[src/rtl/pwr_pkg.sv]
package pwr_pkg;
  typedef enum logic [1:0] {
    M_RUN  = 2'd0,
    M_IDLE = 2'd1,
    M_EXIT = 2'd2,
    M_PD   = 2'd3
  } mode_t;

  localparam int PCON_W   = 2;
  localparam int PCON_IDL = 0;
  localparam int PCON_PD  = 1;
endpackage

[src/rtl/pmc_rst_qual.sv]
module pmc_rst_qual #(
  parameter int SYNC_STAGES = 2,
  parameter int QUAL_CYCLES = 24
) (
  input  logic clk,
  input  logic rst_pin,
  input  logic osc_run,
  output logic pin_sync,
  output logic core_rst
);
  localparam int CW = $clog2(QUAL_CYCLES + 1);
  localparam logic [CW-1:0] QUAL_MAX = CW'(QUAL_CYCLES);

  logic [SYNC_STAGES-1:0] sync_q;
  logic [CW-1:0]          cnt_q, cnt_d;
  logic                   rst_q;

  assign pin_sync = sync_q[SYNC_STAGES-1];
  assign core_rst = rst_q;

  always_comb begin
    cnt_d = cnt_q;
    if (!pin_sync)
      cnt_d = '0;
    else if (osc_run && (cnt_q != QUAL_MAX))
      cnt_d = cnt_q + 1'b1;
  end

  always_ff @(posedge clk) begin
    sync_q <= {sync_q[SYNC_STAGES-2:0], rst_pin};
    cnt_q  <= cnt_d;
    rst_q  <= (cnt_d == QUAL_MAX);
  end

  always_comb begin
    AST_CNT_BOUND: assert (cnt_q <= QUAL_MAX);
  end

  AST_RST_HOLDS: assert property (@(posedge clk) disable iff (!pin_sync)
    core_rst |=> core_rst);
endmodule

[src/rtl/pmc_clk_div.sv]
module pmc_clk_div #(
  parameter int PHASES = 6
) (
  input  logic clk,
  input  logic core_rst,
  input  logic osc_run,
  output logic phase_en,
  output logic mc_first,
  output logic mc_last
);
  localparam int PW = $clog2(PHASES);
  localparam logic [PW-1:0] LAST_IDX = PW'(PHASES - 1);

  logic          pe_q;
  logic [PW-1:0] idx_q;

  always_ff @(posedge clk) begin
    if (core_rst) begin
      pe_q  <= 1'b0;
      idx_q <= '0;
    end else begin
      pe_q <= osc_run & ~pe_q;
      if (pe_q)
        idx_q <= (idx_q == LAST_IDX) ? '0 : idx_q + 1'b1;
    end
  end

  assign phase_en = pe_q;
  assign mc_first = pe_q && (idx_q == '0);
  assign mc_last  = pe_q && (idx_q == LAST_IDX);

  AST_PHASE_ALT: assert property (@(posedge clk) disable iff (core_rst)
    phase_en |=> !phase_en);
  AST_IDX_BOUND: assert property (@(posedge clk) disable iff (core_rst)
    idx_q <= LAST_IDX);
endmodule

[src/rtl/pmc_mode_fsm.sv]
module pmc_mode_fsm
  import pwr_pkg::*;
(
  input  logic              clk,
  input  logic              core_rst,
  input  logic              pin_sync,
  input  logic              pcon_we,
  input  logic [PCON_W-1:0] pcon_wdata,
  input  logic              wake_req,
  input  logic              mc_last,
  input  logic              phase_en,
  output mode_t             mode,
  output logic              osc_run,
  output logic [PCON_W-1:0] pcon_q,
  output logic              cpu_en,
  output logic              periph_en
);
  mode_t             mode_q, mode_d;
  logic [PCON_W-1:0] pcon_r, pcon_d;
  logic              osc_stop_q;

  always_comb begin
    mode_d = mode_q;
    pcon_d = pcon_r;
    case (mode_q)
      M_RUN: begin
        if (pcon_we) begin
          pcon_d = pcon_wdata;
          if (pcon_wdata[PCON_PD])
            mode_d = M_PD;
          else if (pcon_wdata[PCON_IDL])
            mode_d = M_IDLE;
        end
      end
      M_IDLE: begin
        if (wake_req) begin
          mode_d           = M_EXIT;
          pcon_d[PCON_IDL] = 1'b0;
        end
      end
      M_EXIT: begin
        if (mc_last)
          mode_d = M_RUN;
      end
      default: begin
        mode_d = M_PD;
      end
    endcase
  end

  always_ff @(posedge clk) begin
    if (core_rst) begin
      mode_q     <= M_RUN;
      pcon_r     <= '0;
      osc_stop_q <= 1'b0;
    end else begin
      mode_q     <= mode_d;
      pcon_r     <= pcon_d;
      osc_stop_q <= (mode_d == M_PD) && !pin_sync;
    end
  end

  assign mode      = mode_q;
  assign pcon_q    = pcon_r;
  assign osc_run   = ~osc_stop_q;
  assign cpu_en    = phase_en && (mode_q == M_RUN);
  assign periph_en = phase_en && (mode_q != M_PD);

  AST_PD_STICKY: assert property (@(posedge clk) disable iff (core_rst)
    (mode_q == M_PD) |=> (mode_q == M_PD));
  AST_PD_OSC_OFF: assert property (@(posedge clk) disable iff (core_rst)
    ((mode_q == M_PD) && !$past(pin_sync)) |-> !osc_run);
  AST_IDLE_OSC_ON: assert property (@(posedge clk) disable iff (core_rst)
    (mode_q == M_IDLE) |-> osc_run);
  AST_PD_WINS: assert property (@(posedge clk) disable iff (core_rst)
    ((mode_q == M_RUN) && pcon_we && pcon_wdata[PCON_PD]) |=> (mode_q == M_PD));
  AST_RST_CLEARS: assert property (@(posedge clk) disable iff (core_rst)
    $fell(core_rst) |-> ((pcon_q == '0) && (mode_q == M_RUN)));
endmodule

[src/rtl/pwr_mode_ctrl.sv]
module pwr_mode_ctrl
  import pwr_pkg::*;
#(
  parameter int SYNC_STAGES     = 2,
  parameter int QUAL_CYCLES     = 24,
  parameter int PHASES_PER_MCYC = 6
) (
  input  logic              clk,
  input  logic              rst_pin,
  input  logic              pcon_we,
  input  logic [PCON_W-1:0] pcon_wdata,
  input  logic              wake_req,
  output logic              phase_en,
  output logic              cpu_en,
  output logic              periph_en,
  output logic              mcyc_first,
  output logic              osc_run,
  output logic              core_rst,
  output logic [PCON_W-1:0] pcon_q
);
  logic  pin_sync;
  logic  mc_last;
  mode_t mode;

  pmc_rst_qual #(
    .SYNC_STAGES(SYNC_STAGES),
    .QUAL_CYCLES(QUAL_CYCLES)
  ) u_qual (
    .clk      (clk),
    .rst_pin  (rst_pin),
    .osc_run  (osc_run),
    .pin_sync (pin_sync),
    .core_rst (core_rst)
  );

  pmc_clk_div #(
    .PHASES(PHASES_PER_MCYC)
  ) u_div (
    .clk      (clk),
    .core_rst (core_rst),
    .osc_run  (osc_run),
    .phase_en (phase_en),
    .mc_first (mcyc_first),
    .mc_last  (mc_last)
  );

  pmc_mode_fsm u_fsm (
    .clk        (clk),
    .core_rst   (core_rst),
    .pin_sync   (pin_sync),
    .pcon_we    (pcon_we),
    .pcon_wdata (pcon_wdata),
    .wake_req   (wake_req),
    .mc_last    (mc_last),
    .phase_en   (phase_en),
    .mode       (mode),
    .osc_run    (osc_run),
    .pcon_q     (pcon_q),
    .cpu_en     (cpu_en),
    .periph_en  (periph_en)
  );

  AST_RESUME_ALIGNED: assert property (@(posedge clk) disable iff (core_rst)
    (($past(mode) == M_EXIT) && (mode == M_RUN)) |=> mcyc_first);
endmodule

[config.mk]
export PLATFORM = sky130hd
export DESIGN_NAME = pwr_mode_ctrl
export DESIGN_NICKNAME = d
export VERILOG_FILES = /design/src/rtl/pwr_pkg.sv /design/src/rtl/pmc_rst_qual.sv /design/src/rtl/pmc_clk_div.sv /design/src/rtl/pmc_mode_fsm.sv /design/src/rtl/pwr_mode_ctrl.sv
export SDC_FILE = /design/constraint.sdc
export NUM_CORES = 1
export LEC_CHECK = 0
export BUFFER_PORTS_ARGS = -buffer_cell sky130_fd_sc_hd__buf_2
export CORE_MARGIN = 4
export CORE_UTILIZATION = 43
export CTS_BUF_LIST = sky130_fd_sc_hd__clkbuf_8
export CTS_CLUSTER_SIZE = 14
export DETAILED_ROUTE_END_ITERATION = 10
export PLACE_DENSITY_LB_ADDON = 0.25
export SLEW_MARGIN = 20
export SYNTH_ARGS = -nofsm -noshare
export SYNTH_HDL_FRONTEND = slang
export SYNTH_SLANG_ARGS = --single-unit
[constraint.sdc]
create_clock -name clk -period 3.72 [get_ports clk]
set_clock_uncertainty 0.15 [all_clocks]
set_input_delay 0.744 -clock clk [delete_from_list [all_inputs] [get_ports clk]]
set_output_delay 0.744 -clock clk [all_outputs]
set_load 0.02 [all_outputs]
==> metrics.md, run 1 <==
| Metric | Value |
|---|---|
| Fill cells | `187` |
| Clock Pin Slew Worst Setup and Hold Paths | `60 ps` |
| Num CTS Buffers | `3` |
| Crit. End Element | `primary output` |
| Leakage Power | `0.401 nW` |
| Max_slew headroom | `77.6%` |
| Number of vias per cell | `5.11` |
| Final Slew Violations | `0` |
| Max_cap viols | `0` |
| Synth cell types | `36` |
| Clock sinks | `17` |
| Tmin final | `2060 ps` |
| Synth Area in Simple Gates | `28.2%` |
| Worst-path fanout max | `8` |
| Core Region | `1750 um^2` |
| Clock Tree Buf Depth | `2` |
| FP Rows | `15` |
| Endpoints failing hold | `0` |
| Setup_tns | `0 ps` |
| Nets | `109` |
| Worst setup SP type | `flip-flop` |
| Post-synthesis mux area share | `3.79%` |
| CTS tree | `yes` |
| Die Ht | `51.0 um` |
| Vias after detailed routing | `639` |
| Die W | `51.0 um` |
| EDFF count, synth | `0` |
| Status | `finished, final reports clean` |
| Synth Area in Adders | `3.15%` |
| Area post-placement | `881 um^2` |
| GRT overflow | `0` |
| Most instantiated cells after synthesis | `dfxtp_1, a21oi_1, nand2_1, nor2_1` |
| Total Routing Usage GR | `13.8%` |
| Combinational family with the most area after synthesis | `simple AND/OR/NAND/NOR gates` |
| Tightest Hold Check Type | `reg2reg` |
| # resized after CTS | `0` |
| Syn-to-layout area delta | `16.7%` |
| CTS root buffer | `clkbuf_8` |
| Top_reg_cell synth | `dfxtp_1` |
| Routed wl met3 | `64 um` |
| CP arrival | `1170 ps` |
| Synth Register Bits | `17` |
| H-tree levels | `1` |
| Setup CP Type | `reg2out` |
| Mean post-synth cell area | `9.33 um^2` |
| Port bufs | `13` |
| DR top layer | `met4` |
| RSZ-0062 raised after global routing | `false` |
| Metal2 WL | `638 um` |
| Post-CTS setup buffers | `0` |
| GPL Wtd Cong | `0.820` |
| Register Area | `340 um^2` |
| Mapped Area | `793 um^2` |
| DP Worst Slack | `1940 ps` |
| Peak supply drop | `433 uV` |
| Die area | `2600 um^2` |
| M1 WL | `782 um` |
| Design area | `926 um^2` |
| Total Routed Length | `1530 um` |
| Detailed Routing Iterations Pass 1 | `4` |
| DP HPWL | `1090 um` |
| Final setup fails | `0` |
| Initial core utilization | `45.4%` |
| Largest net degree at the start of global routing | `10` |
| Synth top area cells | `dfxtp_1, a21oi_1, mux2i_1` |
| Fraction of registers with async set/reset | `0%` |
| PD cells | `731 nW/um^2` |
| Clock latency on the worst-skew pair | `250 ps` |
| Synth Net Count | `93` |
| DRC violations left | `0` |
| First-pass GRT wire length | `2680 um` |
| Most common cell in the netlist | `dfxtp_1` |
| Io pins | `14` |
| Sequential share of the synthesized area | `42.9%` |
| Final worst setup slack | `1660 ps` |
| Synth warnings | `0` |
| WL/cell | `12.2 um` |
| Multi-input logic area | `429 um^2` |
| Antenna Nets Post-Route | `0` |
| DRT iter0 DRCs | `9` |
| Vias in the first global route | `594` |
| # hold bufs at CTS | `0` |
| Synth Area in Compound Gates | `15.6%` |
| Post-Synthesis Cells | `85` |
| Synth top area share | `42.9%` |
| Synth area leader | `dfxtp_1` |
| WP data required | `2830 ps` |
| ANT cells | `0` |
| Period utilisation layout | `55.4%` |
| Worst Max-Slew Pin Slew | `335 ps` |
| Layout cells sized above 1 | `20.0%` |
| Peak Freq | `0.485 GHz` |
| Initial antenna violation count | `0` |
| Xor/xnor share of the synthesized area | `3.31%` |
-- registers in the layout (all words and copies together) (netlist names) --
signal,count
u_div.idx_q,3
u_qual.sync_q,2
u_fsm.mode,2
u_fsm.pcon_q,2
u_qual.cnt_q,5
u_div.phase_en,1
u_fsm.osc_stop_q,1
u_qual.core_rst,1
-- layer usage --
layer / up-vias / GRT usage [%]
met2: 11 / 18.7
met5: - / 0
met3: 5 / 3.79
met1: 291 / 18.7
li1: 332 / -
met4: 0 / 9.42
-- critical path, cell delays in order (launching register included) --
cell and delay (ps):
dfxtp_1 450, nor4b_1 260, buf_2 220
-- placed cells by master (no fill, tap or decap), types with 2 or more instances in the layout --
master	Yosys	layout
dfxtp_1	17	17
buf_2	1	13
a21oi_1	7	7
nand2_1	6	6
nor2_1	6	6
inv_1	4	5
nand2b_1	4	4
nand4b_1	3	3
mux2i_1	3	3
o21ai_0	3	3
clkbuf_8	0	3
nand3_1	2	2
xor2_1	2	2
nor3b_1	2	2
nor2b_1	2	2
ha_1	2	2
-- per-stage QoR --
step | instances | utilization [%] | power [mW] | hold WS [ps]
finish | 125 | 53.0 | 0.677 | 177
global route | 125 | 53.0 | 0.734 | 189
floorplan | 85 | - | 0.476 | 160
detailed placement | 121 | 50.5 | 0.545 | 165
global placement | 121 | 50.5 | 0.540 | 162
CTS | 125 | 53.0 | 0.683 | 180
-- logic make-up (layout without fill, tap and decap cells) --
group,count (synthesis),count (layout)
AO/OA/AOI/OAI,18,18
AND/OR/NAND/NOR,36,36
multiplexers,3,3
adder cells (fa/ha/maj),2,2
buffers and inverters,6,21
XOR/XNOR,3,3
flip-flops,17,17
-- area by class of cell --
cell class                 count  area share (%)
sequential                    17            36.8
inverter                       4            1.62
multi-input combinational     62            46.4
clock buffer                   3            4.46
timing repair buffer          13            7.03
tap                           25            3.38
clock inverter                 1           0.405
-- where the power goes --
part	total [mW]	internal (mW)	switching (mW)
registers	0.311	0.239	0.0725
logic	0.232	0.110	0.122
clock network	0.133	0.0731	0.0603
total	0.677	0.422	0.254
-- worst paths after layout --
check	startpoint	end	slack, ps	cells past startpoint
hold / removal	u_qual.sync_q[0]	u_qual.sync_q[1]	180	0
hold reg to reg	u_qual.sync_q[0]	u_qual.sync_q[1]	180	0
setup / recovery	u_div.phase_en	mcyc_first	1660	2
setup reg to reg	u_qual.cnt_q[0]	u_qual.core_rst	2080	5
Power figures use the tool's default switching activity.
==> run 2, diff against run 1 <==
clock period = 2 ns   (was 3.72 ns; I/O delays follow)
==> run 2 against run 1 <==
Against the previous run: flip-flop and latch count is the same; die area is the same; design area grew 0.14%; critical endpoint unchanged.
==> metrics.md, run 2 (synthesis results as in run 1) <==
| Metric | Value |
|---|---|
| Status | `finished, final reports clean` |
| Peak supply drop | `689 uV (+59%)` |
| Most common cell after layout, fill and taps aside | `dfxtp_1` |
| PD cells | `1350 nW/um^2 (+85%)` |
| Largest Register | `u_qual.cnt_q` |
| Cells after DPL | `121 (unchanged)` |
| DRC violations left | `0 (unchanged)` |
| ANT cells | `0 (unchanged)` |
| DP HPWL | `1100 um (+1.7%)` |
| Number of vias per cell | `5.20 (+1.7%)` |
| Initial core utilization | `45.4% (unchanged)` |
| Antenna Nets Post-Route | `0 (unchanged)` |
| Period utilisation layout | `86.2%` |
| Vias in the first global route | `586 (-1.3%)` |
| Final Slew Violations | `0 (unchanged)` |
| GPL Wtd Cong | `0.844 (+2.9%)` |
| Slowest CP cell | `dfxtp_1` |
| Worst Max-Slew Pin Slew | `319 ps (-15.5 ps)` |
| WL/cell | `11.5 um (-6.0%)` |
| Most frequent cells in the layout | `dfxtp_1, buf_2, a21oi_1` |
| Die W | `51.0 um (unchanged)` |
| GRT overflow | `0 (unchanged)` |
| Clock sinks | `17 (unchanged)` |
| CTS root buffer | `clkbuf_8` |
| Worst-path cell chain | `nor4b_1 -> buf_2` |
| CP delay by family, top | `flip-flops` |
| Max reg flops | `5 (unchanged)` |
| Total Routed Length | `1440 um (-6.0%)` |
| Max_slew headroom | `78.7% (+1.0 points)` |
| Post-CTS setup buffers | `0 (unchanged)` |
| Layout cells sized above 1 | `21.0% (+1.0 points)` |
| Crit. End Element | `primary output` |
| Clock Pin Slew Worst Setup and Hold Paths | `60 ps (about the same)` |
| CP Buf/Inv Count | `1 (unchanged)` |
| # resized after CTS | `0 (unchanged)` |
| Largest regs | `u_qual.cnt_q x5, u_div.idx_q x3` |
| Core Region | `1750 um^2 (unchanged)` |
| Largest net degree at the start of global routing | `11 (+1)` |
| Port bufs | `13 (unchanged)` |
| Nets | `109 (unchanged)` |
| FP Rows | `15 (unchanged)` |
| Syn-to-layout area delta | `16.9%` |
| Clock Tree Buf Depth | `2 (unchanged)` |
| Fill cells | `171 (-8.6%)` |
| Max stage delay on crit path | `440 ps (about the same)` |
| CP arrival | `1170 ps (about the same)` |
| H-tree levels | `1 (unchanged)` |
| Leakage Power | `0.400 nW (-0.35%)` |
| Setup_tns | `0 ps (unchanged)` |
| Worst-path fanout max | `8 (unchanged)` |
| WP data required | `1450 ps (-1380 ps)` |
| RSZ-0062 raised after global routing | `false` |
| Die Ht | `51.0 um (unchanged)` |
| Tmin final | `1720 ps` |
| Detailed Routing Iterations Pass 1 | `4 (unchanged)` |
| Vias after detailed routing | `650 (+1.7%)` |
| Tightest Hold Check Type | `in2reg` |
| First-pass GRT wire length | `2430 um (-9.3%)` |
| Peak Freq | `0.580 GHz` |
| Clock latency on the worst-skew pair | `250 ps (about the same)` |
| Setup CP Type | `reg2out` |
| Io pins | `14 (unchanged)` |
| # hold bufs at CTS | `0 (unchanged)` |
| Non-Filler Instances | `125 (unchanged)` |
| Total Routing Usage GR | `12.5% (-1.3 points)` |
| Initial antenna violation count | `0 (unchanged)` |
| Worst setup SP type | `flip-flop` |
| Num CTS Buffers | `3 (unchanged)` |
| Final setup fails | `0 (unchanged)` |
| Endpoints failing hold | `0 (unchanged)` |
| Die area | `2600 um^2 (unchanged)` |
| DRT iter0 DRCs | `14 (+5)` |
| Max_cap viols | `0 (unchanged)` |
| CTS tree | `yes` |
[run 2: cell count changes in the layout (fill, tap and decap cells not counted), sizes merged]
cell and delta:
clkinv +1, inv -1
[run 2: path summary, 6_finish.rpt]
kind / startpoint / end / slack, ps / cells after the start
max: u_div.phase_en / mcyc_first / 280 / 2
max reg2reg: u_qual.cnt_q[0] / u_qual.core_rst / 400 / 5
min: rst_pin / u_qual.sync_q[0] / 100 / 1
min reg2reg: u_qual.sync_q[0] / u_qual.sync_q[1] / 180 / 0
[run 2: per-layer routing]
| layer | track usage [%] | wire (um) | up-vias |
|---|---|---|---|
| met5 | 0 | 0 | - |
| met4 | 4.04 | 13 | 0 |
| met3 | 5.25 | 52 | 2 |
| met2 | 18.9 | 650 | 10 |
| met1 | 15.9 | 720 | 306 |
| li1 | - | - | 332 |
[run 2: metrics by stage]
step / total power, mW / hold slack [ps] / instance area [um^2] / setup WS (ps) / util [%]
after floorplan: 0.885 / 160 / 793 / 169 / -
after global placement: 1.00 / 162 / 881 / 483 / 50.5
after detailed placement: 1.01 / 165 / 881 / 425 / 50.5
after CTS: 1.27 / 90.4 / 927 / 240 / 53.1
after global routing: 1.36 / 94.8 / 927 / 172 / 53.1
final: 1.25 / 99.3 / 927 / 276 / 53.1
[run 2: final cells by class]
class	count	area (um^2)	share of cell area [%]
flip-flops and latches	17	340	36.7
inverters	4	15.0	1.62
clock buffers	3	41.3	4.45
multi-input cells	62	429	46.3
repair buffers	13	65.1	7.02
clock inverters	1	5.00	0.540
well taps	25	31.3	3.37
[run 2: where the power goes]
group / switching, mW / total [mW] / internal (mW)
clock network: 0.108 / 0.245 / 0.138
registers: 0.126 / 0.570 / 0.444
logic: 0.229 / 0.435 / 0.206
total: 0.463 / 1.25 / 0.788
